$ cat src/rtl/midi_cv_core.sv
module midi_cv_core #(
  parameter logic [3:0] CHANNEL    = 4'd0,
  parameter int         PWM_PERIOD = 240,
  parameter int         LOW_NOTE   = 36,
  parameter int         NOTE_SPAN  = 60
) (
  input  logic       clk,
  input  logic       rst_n,
  input  logic       rx_valid,
  input  logic [7:0] rx_byte,
  output logic [7:0] pitch_code,
  output logic       gate,
  output logic [7:0] bend_code,
  output logic       pitch_pwm,
  output logic       bend_pwm
);
  localparam int PWM_TOP  = PWM_PERIOD - 1;
  localparam int HIGH_NOTE = LOW_NOTE + NOTE_SPAN;

  typedef enum logic [1:0] {P_IDLE, P_FIRST, P_SECOND} pstate_t;

  pstate_t    st;
  logic [7:0] run_stat;
  logic [6:0] note_q;
  logic [7:0] pwm_cnt, pitch_cmp, bend_cmp;

  wire is_rt     = rx_valid && (rx_byte >= 8'hF8);
  wire is_stat   = rx_valid && rx_byte[7] && !is_rt;
  wire is_data   = rx_valid && !rx_byte[7];
  wire kind_ok   = (rx_byte[7:4] == 4'h8) || (rx_byte[7:4] == 4'h9) || (rx_byte[7:4] == 4'hE);
  wire stat_ok   = kind_ok && (rx_byte[3:0] == CHANNEL);
  wire msg_done  = is_data && (run_stat != 8'h00) && (st == P_SECOND);
  wire kind_note = (run_stat[7:4] == 4'h8) || (run_stat[7:4] == 4'h9);
  wire kind_bend = (run_stat[7:4] == 4'hE);

  logic [7:0] note_off, pitch_next, val_clamp, bend_next;
  always_comb begin
    if (note_q < 7'(LOW_NOTE))       note_off = 8'd0;
    else if (note_q > 7'(HIGH_NOTE)) note_off = 8'(NOTE_SPAN);
    else                             note_off = 8'(note_q) - 8'(LOW_NOTE);
    pitch_next = {note_off[5:0], 2'b00};
    if (rx_byte < 8'd4)        val_clamp = 8'd4;
    else if (rx_byte > 8'd119) val_clamp = 8'd119;
    else                       val_clamp = rx_byte;
    bend_next = {val_clamp - 8'd4, 1'b0} [7:0];
  end

  always_ff @(posedge clk) begin
    if (!rst_n) begin
      st         <= P_IDLE;
      run_stat   <= 8'h00;
      note_q     <= 7'd0;
      pitch_code <= 8'd0;
      gate       <= 1'b0;
      bend_code  <= 8'd0;
    end else if (is_stat) begin
      run_stat <= stat_ok ? rx_byte : 8'h00;
      st       <= stat_ok ? P_FIRST : P_IDLE;
    end else if (is_data && run_stat != 8'h00) begin
      if (st == P_FIRST) begin
        note_q <= rx_byte[6:0];
        st     <= P_SECOND;
      end else if (msg_done) begin
        st <= P_FIRST;
        if (kind_note) begin
          pitch_code <= pitch_next;
          gate       <= (run_stat[7:4] == 4'h9) && (rx_byte != 8'd0);
        end
        if (kind_bend) bend_code <= bend_next;
      end
    end
  end

  always_ff @(posedge clk) begin
    if (!rst_n) begin
      pwm_cnt   <= 8'd0;
      pitch_cmp <= 8'd0;
      bend_cmp  <= 8'd0;
    end else if (pwm_cnt == 8'(PWM_TOP)) begin
      pwm_cnt   <= 8'd0;
      pitch_cmp <= pitch_code;
      bend_cmp  <= bend_code;
    end else begin
      pwm_cnt <= pwm_cnt + 8'd1;
    end
  end

  assign pitch_pwm = pwm_cnt < pitch_cmp;
  assign bend_pwm  = pwm_cnt < bend_cmp;
endmodule

$ cat config.mk
export PLATFORM = sky130hd
export DESIGN_NAME = midi_cv_core
export DESIGN_NICKNAME = d
export VERILOG_FILES = /design/src/rtl/midi_cv_core.sv
export SDC_FILE = /design/constraint.sdc
export NUM_CORES = 1
export LEC_CHECK = 0
export BUFFER_PORTS_ARGS = -buffer_cell sky130_fd_sc_hd__buf_2
export CAP_MARGIN = 5
export CORE_ASPECT_RATIO = 0.6
export CORE_MARGIN = 2
export CORE_UTILIZATION = 55
export CTS_CLUSTER_SIZE = 10
export DETAILED_ROUTE_END_ITERATION = 6
export GPL_TIMING_DRIVEN = 0
export MAX_ROUTING_LAYER = met4
export PLACE_DENSITY = 0.84
export SETUP_SLACK_MARGIN = 0.5
export SLEW_MARGIN = 30
export SYNTH_ARGS = -nofsm -noshare
export SYNTH_HDL_FRONTEND = slang
export SYNTH_SLANG_ARGS = --single-unit
$ cat constraint.sdc
create_clock -name clk -period 4.3 [get_ports clk]
set_input_delay 0.43 -clock clk [delete_from_list [all_inputs] [get_ports clk]]
set_output_delay 0.43 -clock clk [all_outputs]
set_load 0.01 [all_outputs]
==> results of run 1 <==
==> final timing paths <==
path                            startpoint            to  depth (start not counted)
worst max-delay path            pwm_cnt[3]      bend_pwm                          6
worst min-delay path            rx_byte[1]     note_q[1]                          3
worst max register to register  pwm_cnt[0]  pitch_cmp[3]                          6
worst min register to register  pwm_cnt[0]    pwm_cnt[0]                          1
==> sequential cells by signal, indices dropped and copies added, names as in the netlist <==
| name | flops |
|---|---|
| bend_cmp | 7 |
| st | 2 |
| gate | 1 |
| pitch_code | 6 |
| note_q | 7 |
| pwm_cnt | 8 |
| bend_code | 7 |
| pitch_cmp | 6 |
| run_stat | 8 |
==> cells by family (layout without fill, tap and decap cells) <==
| family | count (synthesis) | after routing | synth area share [%] |
|---|---|---|---|
| buf+inv | 33 | 60 | 6.12 |
| simple gates | 99 | 99 | 21.6 |
| compound gates | 54 | 54 | 15.0 |
| xor+xnor | 8 | 8 | 2.77 |
| fa+ha+maj | 14 | 14 | 6.91 |
| flops | 52 | 52 | 41.1 |
| other cells | 1 | 3 | 0.148 |
| mux | 16 | 16 | 6.37 |
==> stage by stage <==
stage               hold slack (ns)  instances  area [um^2]  worst slack [ns]
floorplan                     0.426        279         2540              2.46
global placement              0.438        363         2730              2.29
detailed placement            0.447        363         2730              2.23
CTS                           0.386        369         2820              2.05
global route                  0.400        369         2820              1.99
finish                        0.394        369         2820              2.05
==> power groups by stage <==
| stage | Sequential (mW) | Clock (mW) | Combinational, mW |
|---|---|---|---|
| floorplan | 0.497 | 0 | 0.0342 |
| global placement | 0.498 | 0 | 0.0475 |
| detailed placement | 0.498 | 0 | 0.0487 |
| CTS | 0.487 | 0.324 | 0.0491 |
| global route | 0.488 | 0.343 | 0.0543 |
| finish | 0.487 | 0.318 | 0.0496 |
==> cell usage after synthesis (2+ instances only) <==
| cell type | n | share of area (%) |
|---|---|---|
| a211oi_1 | 4 | 1.2 |
| nand3_1 | 13 | 2.6 |
| nand3b_1 | 2 | 0.59 |
| and3_1 | 6 | 1.5 |
| mux2i_1 | 15 | 5.9 |
| xnor2_1 | 2 | 0.69 |
| a31oi_1 | 3 | 0.74 |
| nand4_1 | 3 | 0.74 |
| o21ai_0 | 16 | 3.2 |
| nand2b_1 | 4 | 0.99 |
| and2_1 | 2 | 0.49 |
| a22o_1 | 3 | 1.0 |
| nor4_1 | 5 | 1.2 |
| o22ai_1 | 2 | 0.49 |
| a32o_1 | 2 | 0.79 |
| a21o_1 | 4 | 1.2 |
| clkbuf_1 | 9 | 1.3 |
| nor2_1 | 11 | 1.6 |
| ha_1 | 14 | 6.9 |
| nor2b_1 | 17 | 4.2 |
| a21oi_1 | 8 | 1.6 |
| xor2_1 | 6 | 2.1 |
| nor3b_1 | 2 | 0.59 |
| buf_6 | 2 | 0.89 |
| a21boi_0 | 2 | 0.59 |
| inv_1 | 16 | 2.4 |
| dfxtp_1 | 52 | 41 |
| nand2_1 | 24 | 3.6 |
| buf_4 | 4 | 1.2 |
==> worst register-to-register path, cell delays in order, from the launching register on <==
cell and delay [ns]:
dfxtp_1 0.38, ha_1 0.24, nand4_1 0.17, nor3_2 0.45, buf_4 0.32, mux2i_1 0.22
nor2b_1 0.06
==> layout make-up <==
cell class              instances  area [um^2]  area share (%)
plain buffers                  17         95.1            3.37
clock buffers                   5         68.8            2.44
clock inverters                 1         30.0            1.06
inverters                      16         60.1            2.13
multi-input cells             194         1350            47.6
flip-flops and latches         52         1040            36.9
well taps                      63         78.8            2.79
repair buffers                 21          105            3.72
==> metal layers <==
metal | share of wire [%] | vias to the layer above
met2 | 40 | 51
met1 | 54 | 947
met3 | 5.1 | 6
met5 | 0 | -
met4 | 1.2 | 0
li1 | - | 1031
==> results.tsv, run 1 <==
stage	metric	value	unit
sta	finalSetupTns	0	ns
synth	synth-seq-cells	52	
cells_and_area	utilization	62.9	%
cells_and_area	area_growth	11.5	%
cts	cts.clk_slew.worst_paths	0.09	ns
worst_setup_path	cp-start-kind	flop	
placed_design	place.gp.congestion	0.848	
routing	drtIter0Drc	95	
cells_and_area	drive_gt1_share	14.4	%
sta	tightest_slew	0.603	ns
worst_setup_path	cp.required	3.87	ns
placed_design	hpwlAfterDp	4130	um
power	internal-power	670	uW
worst_setup_path	cpLargestDelayFamily	compound AO/OA/AOI/OAI gates	
worst_setup_path	rrSetupSlack	2.37	ns
synth	async_reset_ff_share	0	%
cts	clockBufferDepth	2	
sta	hold_violations	0	
worst_setup_path	cp_num_buf_inv	1	
worst_setup_path	max_stage_delay	0.46	ns
floorplan	num_io_pins	30	
power	p_switching	184	uW
power	powerDensity	302	mW/mm^2
synth	syn-instance-count	277	
run	cap_violations	0	
cts	cts_sinks	52	
power	pwr-share-clk	37.2	%
grt	grt_most_used_layer	met1	
synth	yosysWarnings	0	
cts	cts_tree	built	
worst_setup_path	cp_max_fo	6	
routing	wirelength	5430	um
floorplan	start_util	56.4	%
cells_and_area	final_cell_mix	dfxtp_1, nand2_1, buf_2, nor2b_1	
floorplan	die_w	91.6	um
worst_setup_path	endpoint_kind	output port	
sta	fmax	0.445	GHz
synth	syn_area	0.00253	mm^2
sta	rsz0062_at_grt	no	
synth	avgSynthCellArea	9.15	um^2
sta	fin_crit	2.25	ns
sta	maxSlewHeadroom	59.7	%
routing	drc	0	
cells_and_area	fillers	381	
worst_setup_path	critPathKind	flop to output port	
cts	cts_hold_buf	0	
floorplan	rows	19	
floorplan	dieArea	0.00518	mm^2
cts	cts_resized	0	
grt	grt_pass1_wl	8960	um
placed_design	portBuffers	21	
worst_hold_path	hold_path_class	primary input to flop	
synth	ys.flop_type	dfxtp_1	
cts	clkLatencyLatePin	0.31	ns
sta	fin_skew	0.00931	ns
worst_setup_path	critPathArrivalTime	1.82	ns
cells_and_area	final_common_cell	dfxtp_1	
grt	grt-ovfl-total	0	
power	power.leakage	1.11	nW
routing	routedWlPerCell	14.7	um
cts	cts_setup_buffers	0	
grt	use_met1	33.9	%
synth	synth_edf_count	0	
power	power	854	uW
synth	synth_cell_types	53	
floorplan	core_region_area	0.00449	mm^2
cts	h-tree-depth	2	
routing	vias	2035	
power	seq_power_share	57.0	%
synth	ys_seq_area_share	41.1	%
run_status	status	finished clean	
sta	min_period_over_period	52.3	%
grt	met3_usage	4.70	%
grt	grt_usage	22.7	%
routing	viasPerCell	5.51	
cts	cts_made_buffers	5	
cts	root_buffer	clkbuf_8	
sta	drv_slew	0	
sta	setup_viol	0	
cells_and_area	nets	332	
worst_setup_path	crit_top_cell	a31oi_1	
floorplan	dieHeight	56.6	um
routing	dr.pass1.iters	4	
worst_setup_path	cp_cell_sequence	ha_1 -> a21o_1 -> a31oi_1 -> o21ai_0 -> a31oi_1 -> buf_2	
grt	grt_pass1_vias	1802	
power	ir_drop	194	uV
grt	antenna_found_initial	0	
grt	grt_start_max_net_pins	15	
power	switching_share	21.5	%
cells_and_area	n_antenna_cell	0	
power	comb_power_share	5.8	%
worst_setup_path	slowest_stage	dfxtp_1	
routing	ant_nets	0	
grt	grtUsageMet2	30.6	%
No activity file was read; power rests on OpenSTA's default activity.
==> inputs of run 2 (changes only) <==
CORE_UTILIZATION = 52   (was 55)
PLACE_DENSITY = 0.83   (was 0.84)
clock period = 2 ns   (was 4.3 ns; I/O delays follow)
==> results.tsv, run 2 (same netlist as run 1, synthesis figures left out) <==
stage	metric	value	unit	change
run_status	status	finished clean		
power	p_switching	427	uW	+130%
grt	grt_start_max_net_pins	16		+1
cts	clockBufferDepth	2		unchanged
worst_setup_path	endpoint_kind	output port		
worst_setup_path	cp_max_fo	2		-4
floorplan	num_io_pins	30		unchanged
cts	h-tree-depth	2		unchanged
floorplan	dieArea	0.00547	mm^2	+5.4%
routing	vias	2174		+6.8%
worst_setup_path	critPathKind	flop to output port		
cts	cts.clk_slew.worst_paths	0.09	ns	about the same
floorplan	core_region_area	0.00464	mm^2	+3.2%
sta	fmax	0.558	GHz	
worst_hold_path	hold_path_class	primary input to flop		
power	internal-power	1.45	mW	+120%
grt	grt-ovfl-total	0		unchanged
run	cap_violations	0		unchanged
cells_and_area	seq_area	0.00108	mm^2	+3.4%
cells_and_area	multi_input_area	0.00151	mm^2	+12%
cts	root_buffer	clkbuf_8		
routing	viasPerCell	5.59		+1.3%
sta	setup_viol	0		unchanged
cells_and_area	final_cells	389		+5.4%
power	pwr-share-clk	38.2	%	+1.0 points
power	power	1.88	mW	+120%
floorplan	dieHeight	58.1	um	+2.6%
routing	drtIter0Drc	130		+37%
cts	cts_made_buffers	5		unchanged
cells_and_area	utilization	68.9	%	+6.1 points
sta	finalSetupTns	0	ns	unchanged
cts	cts_tree	built		
sta	tightest_slew	0.528	ns	-0.0753 ns
routing	wirelength	6400	um	+18%
cells_and_area	largestRegisters	pwm_cnt: 8 flops, run_stat: 8 flops		
cts	cts_sinks	52		unchanged
placed_design	place.gp.congestion	0.798		-5.9%
worst_setup_path	cp.required	1.80	ns	-2.07 ns
routing	routedWlPerCell	16.5	um	+12%
floorplan	rows	19		unchanged
floorplan	start_util	54.7	%	-1.7 points
grt	grt_pass1_wl	10300	um	+15%
sta	hold_violations	0		unchanged
sta	fin_crit	1.79	ns	
cells_and_area	nets	350		+5.4%
sta	fin_skew	0.00637	ns	-0.00294 ns
placed_design	portBuffers	21		unchanged
routing	dr.pass1.iters	4		unchanged
power	power.leakage	1.26	nW	+13%
cells_and_area	fillers	380		-0.26%
cells_and_area	drive_gt1_share	31.6	%	+17 points
routing	ant_nets	0		unchanged
cells_and_area	final_common_cell	dfxtp_1		
cells_and_area	n_antenna_cell	0		unchanged
sta	min_period_over_period	89.6	%	
sta	drv_slew	0		unchanged
cts	clkLatencyLatePin	0.30	ns	about the same
placed_design	hpwlAfterDp	4140	um	+0.27%
worst_setup_path	critPathArrivalTime	1.59	ns	-0.23 ns
sta	maxSlewHeadroom	64.8	%	+5.1 points
routing	drc	0		unchanged
power	comb_power_share	6.4	%	+0.6 points
power	powerDensity	589	mW/mm^2	+95%
cells_and_area	area_growth	26.1	%	
worst_setup_path	cp-start-kind	flop		
grt	grt_usage	25.1	%	+2.4 points
placed_design	placed_cells	363		unchanged
sta	rsz0062_at_grt	yes		
cells_and_area	final_cell_mix	dfxtp_1, nand2_1, buf_2, buf_4, nor2b_1		
floorplan	die_w	94.1	um	+2.7%
power	ir_drop	356	uV	+84%
grt	grt_pass1_vias	2058		+14%
grt	antenna_found_initial	0		unchanged
power	switching_share	22.7	%	+1.2 points
power	seq_power_share	55.4	%	-1.6 points
-- run 2: cell types whose count changed in the layout (fill, tap and decap cells not counted), sizes merged --
cell    previous run  this run
clkinv             0         1
clkbuf            14        15
buf               29        47
-- run 2: worst paths after layout --
| path | from | end | slack (ns) | depth (start not counted) |
|---|---|---|---|---|
| min | rx_byte[2] | bend_code[3] | 0.18 | 2 |
| min reg2reg | bend_code[1] | bend_code[1] | 0.50 | 2 |
| max | bend_cmp[3] | bend_pwm | 0.21 | 7 |
| max reg2reg | note_q[2] | pitch_code[4] | 0.46 | 6 |
-- run 2: metrics by stage --
stage | area (um^2) | setup slack (ns) | hold slack [ns]
floorplan | 2570 | 0.505 | 0.318
global placement | 2760 | 0.267 | 0.412
detailed placement | 2760 | 0.230 | 0.420
CTS | 3090 | 0.221 | 0.166
global route | 3200 | 0.164 | 0.177
finish | 3200 | 0.209 | 0.184
-- run 2: critical path, stage by stage (launching register included) --
cell	delay, ns
dfxtp_2	0.34
inv_2	0.05
ha_4	0.23
a21o_1	0.14
a31oi_1	0.14
o21ai_1	0.09
a31oi_1	0.14
buf_2	0.15
-- run 2: power by group through the flow --
stage	Clock, mW	Combinational, mW	Sequential (mW)
global placement	0	0.105	1.07
CTS	0.715	0.114	1.04
floorplan	0	0.0757	1.07
global route	0.771	0.132	1.04
detailed placement	0	0.107	1.07
finish	0.719	0.121	1.04
-- run 2: what timing repair did --
item	in CTS	in global routing
setup buffers	14	2
cloned	2	0
pin swaps	16	10
hold buffers	0	0
gates resized for setup	37	23
endpoints found under the setup margin	39	40
-- run 2: final cells by class --
| cell class | count | share of cell area, % |
|---|---|---|
| multi-input cells | 194 | 47.1 |
| repair buffers | 39 | 7.79 |
| well taps | 63 | 2.47 |
| plain buffers | 17 | 3.56 |
| clock inverters | 2 | 1.10 |
| flip-flops and latches | 52 | 33.7 |
| inverters | 16 | 2.04 |
| clock buffers | 6 | 2.27 |
-- run 2: routing by layer --
layer	GRT usage, %	vias to the layer above	wire length (um)
met5	-	-	0
met3	4.55	4	287
li1	-	1072	-
met1	36.5	1047	3280
met2	36.8	51	2800
met4	4.97	0	31
==> inputs of run 3 (changes only) <==
SETUP_SLACK_MARGIN = 0.2   (was 0.5)
==> results.tsv, run 3 (same netlist as run 1, synthesis figures left out) <==
stage	metric	value	unit	change
cells_and_area	nets	338		-3.4%
cts	clockBufferDepth	2		unchanged
cells_and_area	n_antenna_cell	0		unchanged
worst_setup_path	critPathKind	flop to output port		
grt	grt_pass1_vias	1946		-5.4%
floorplan	num_io_pins	30		unchanged
sta	fmax	0.541	GHz	-3.1%
worst_setup_path	endpoint_kind	output port		
routing	ant_nets	0		unchanged
power	pwr-share-clk	35.3	%	-2.9 points
floorplan	rows	19		unchanged
routing	dr.pass1.iters	4		unchanged
sta	maxSlewHeadroom	63.3	%	-1.5 points
power	p_switching	426	uW	-0.29%
sta	finalSetupTns	0	ns	unchanged
worst_setup_path	rrSetupSlack	0.28	ns	-0.18 ns
cts	cts.clk_slew.worst_paths	0.09	ns	about the same
cts	cts_tree	built		
cts	cts_sinks	52		unchanged
placed_design	post-place-ws	0.0467	ns	-0.183 ns
power	seq_power_share	58.4	%	+3.0 points
routing	viasPerCell	5.59		about the same
power	ir_drop	337	uV	-5.4%
worst_setup_path	cp_max_fo	3		+1
sta	rsz0062_at_grt	yes		
cells_and_area	largestRegisters	pwm_cnt: 8 flops, run_stat: 8 flops		
worst_setup_path	critPathArrivalTime	1.65	ns	+0.06 ns
sta	drv_slew	0		unchanged
sta	min_period_over_period	92.4	%	+2.8 points
grt	grt_pass1_wl	9670	um	-5.8%
floorplan	core_region_area	0.00464	mm^2	unchanged
grt	grt-ovfl-total	0		unchanged
grt	grt_usage	23.9	%	-1.2 points
cts	root_buffer	clkbuf_8		
floorplan	dieArea	0.00547	mm^2	unchanged
cells_and_area	area_growth	16.7	%	
power	powerDensity	605	mW/mm^2	+2.7%
cts	h-tree-depth	2		unchanged
floorplan	dieHeight	58.1	um	unchanged
cells_and_area	final_cells	377		-3.1%
cells_and_area	utilization	63.8	%	-5.1 points
sta	setup_viol	0		unchanged
routing	wirelength	5950	um	-7.0%
routing	drc	0		unchanged
worst_setup_path	cp.required	1.80	ns	about the same
routing	vias	2108		-3.0%
placed_design	place.gp.congestion	0.843		+5.7%
floorplan	start_util	54.7	%	unchanged
power	internal-power	1.36	mW	-6.4%
sta	fin_skew	0.0106	ns	+0.00420 ns
run	cap_violations	0		unchanged
cells_and_area	final_cell_mix	dfxtp_1, nand2_1, buf_2, nor2b_1		
placed_design	placed_cells	363		unchanged
cts	cts_made_buffers	5		unchanged
placed_design	portBuffers	21		unchanged
placed_design	hpwlAfterDp	4270	um	+3.1%
grt	antenna_found_initial	0		unchanged
cells_and_area	drive_gt1_share	21.0	%	-11 points
cts	clkLatencyLatePin	0.32	ns	+0.02 ns
run_status	status	finished clean		
worst_hold_path	hold_path_class	primary input to flop		
floorplan	die_w	94.1	um	unchanged
power	comb_power_share	6.3	%	about the same
cts	cts_hold_buf	0		unchanged
sta	tightest_slew	0.551	ns	+0.0232 ns
routing	routedWlPerCell	15.8	um	-4.1%
cells_and_area	final_common_cell	dfxtp_1		
grt	grt_start_max_net_pins	16		unchanged
sta	hold_violations	0		unchanged
power	switching_share	23.8	%	+1.1 points
sta	layout_setup_ws	0.152	ns	-0.0569 ns
sta	whs	0.157	ns	-0.0269 ns
routing	drtIter0Drc	150		+15%
worst_setup_path	cp-start-kind	flop		
power	power.leakage	1.15	nW	-8.9%
sta	fin_crit	1.85	ns	+0.0569 ns
run 3: cell types whose count changed in the layout (fill, tap and decap cells not counted), moves of 4 or more:
cell      delta
clkbuf_1     +4
dfxtp_1      +8
dfxtp_4      -5
clkbuf_2     -4
buf_4        -9
buf_6        -4
run 3: layout make-up:
cell class | count | area [um^2]
buffer | 17 | 98.8
clock buffer | 7 | 86.3
clock inverter | 1 | 7.51
fill | 403 | 1680
inverter | 16 | 60.1
multi-input combinational | 194 | 1420
sequential | 52 | 1050
tap | 63 | 78.8
timing repair buffer | 27 | 150
run 3: path summary, 6_finish.rpt:
kind / startpoint / to / cells past startpoint
setup / recovery: pwm_cnt[3] / bend_pwm / 6
hold reg to reg: pwm_cnt[0] / pwm_cnt[0] / 1
setup reg to reg: st[1] / pitch_code[4] / 5
hold / removal: rx_byte[0] / note_q[0] / 3
run 3: per-layer routing:
metal	vias to the layer above	global-route usage (%)	routed length (um)
li1	1043	-	-
met1	998	35.1	3040
met2	60	33.3	2480
met3	7	4.29	353
met4	0	8.07	78
met5	-	-	0
run 3: repair_timing:
| item | in CTS | in global routing |
|---|---|---|
| setup buffers | 5 | 1 |
| resized for setup | 11 | 12 |
| setup endpoints to repair | 12 | 29 |
| gates cloned | 0 | 0 |
| pin swaps | 5 | 1 |
run 3: through the flow:
| stage | power (mW) | instance area [um^2] |
|---|---|---|
| after CTS | 1.80 | 2900 |
| after detailed placement | 1.18 | 2730 |
| after global placement | 1.17 | 2730 |
| after global routing | 1.86 | 2960 |
| after floorplan | 1.14 | 2540 |
| final | 1.79 | 2960 |
run 3: critical path: stages (launching register included):
cell and delay (ns):
dfxtp_4 0.37, ha_4 0.24, a21o_1 0.18, a31oi_1 0.16, o21ai_1 0.10, a31oi_1 0.15, buf_2 0.15
run 3: power by group through the flow:
stage / clock [mW] / sequential (mW) / combinational [mW]
2_1_floorplan: 0 / 1.07 / 0.0735
3_3_place_gp: 0 / 1.07 / 0.103
3_5_place_dp: 0 / 1.07 / 0.106
4_1_cts: 0.644 / 1.05 / 0.108
5_1_grt: 0.692 / 1.05 / 0.122
6_report: 0.632 / 1.04 / 0.112
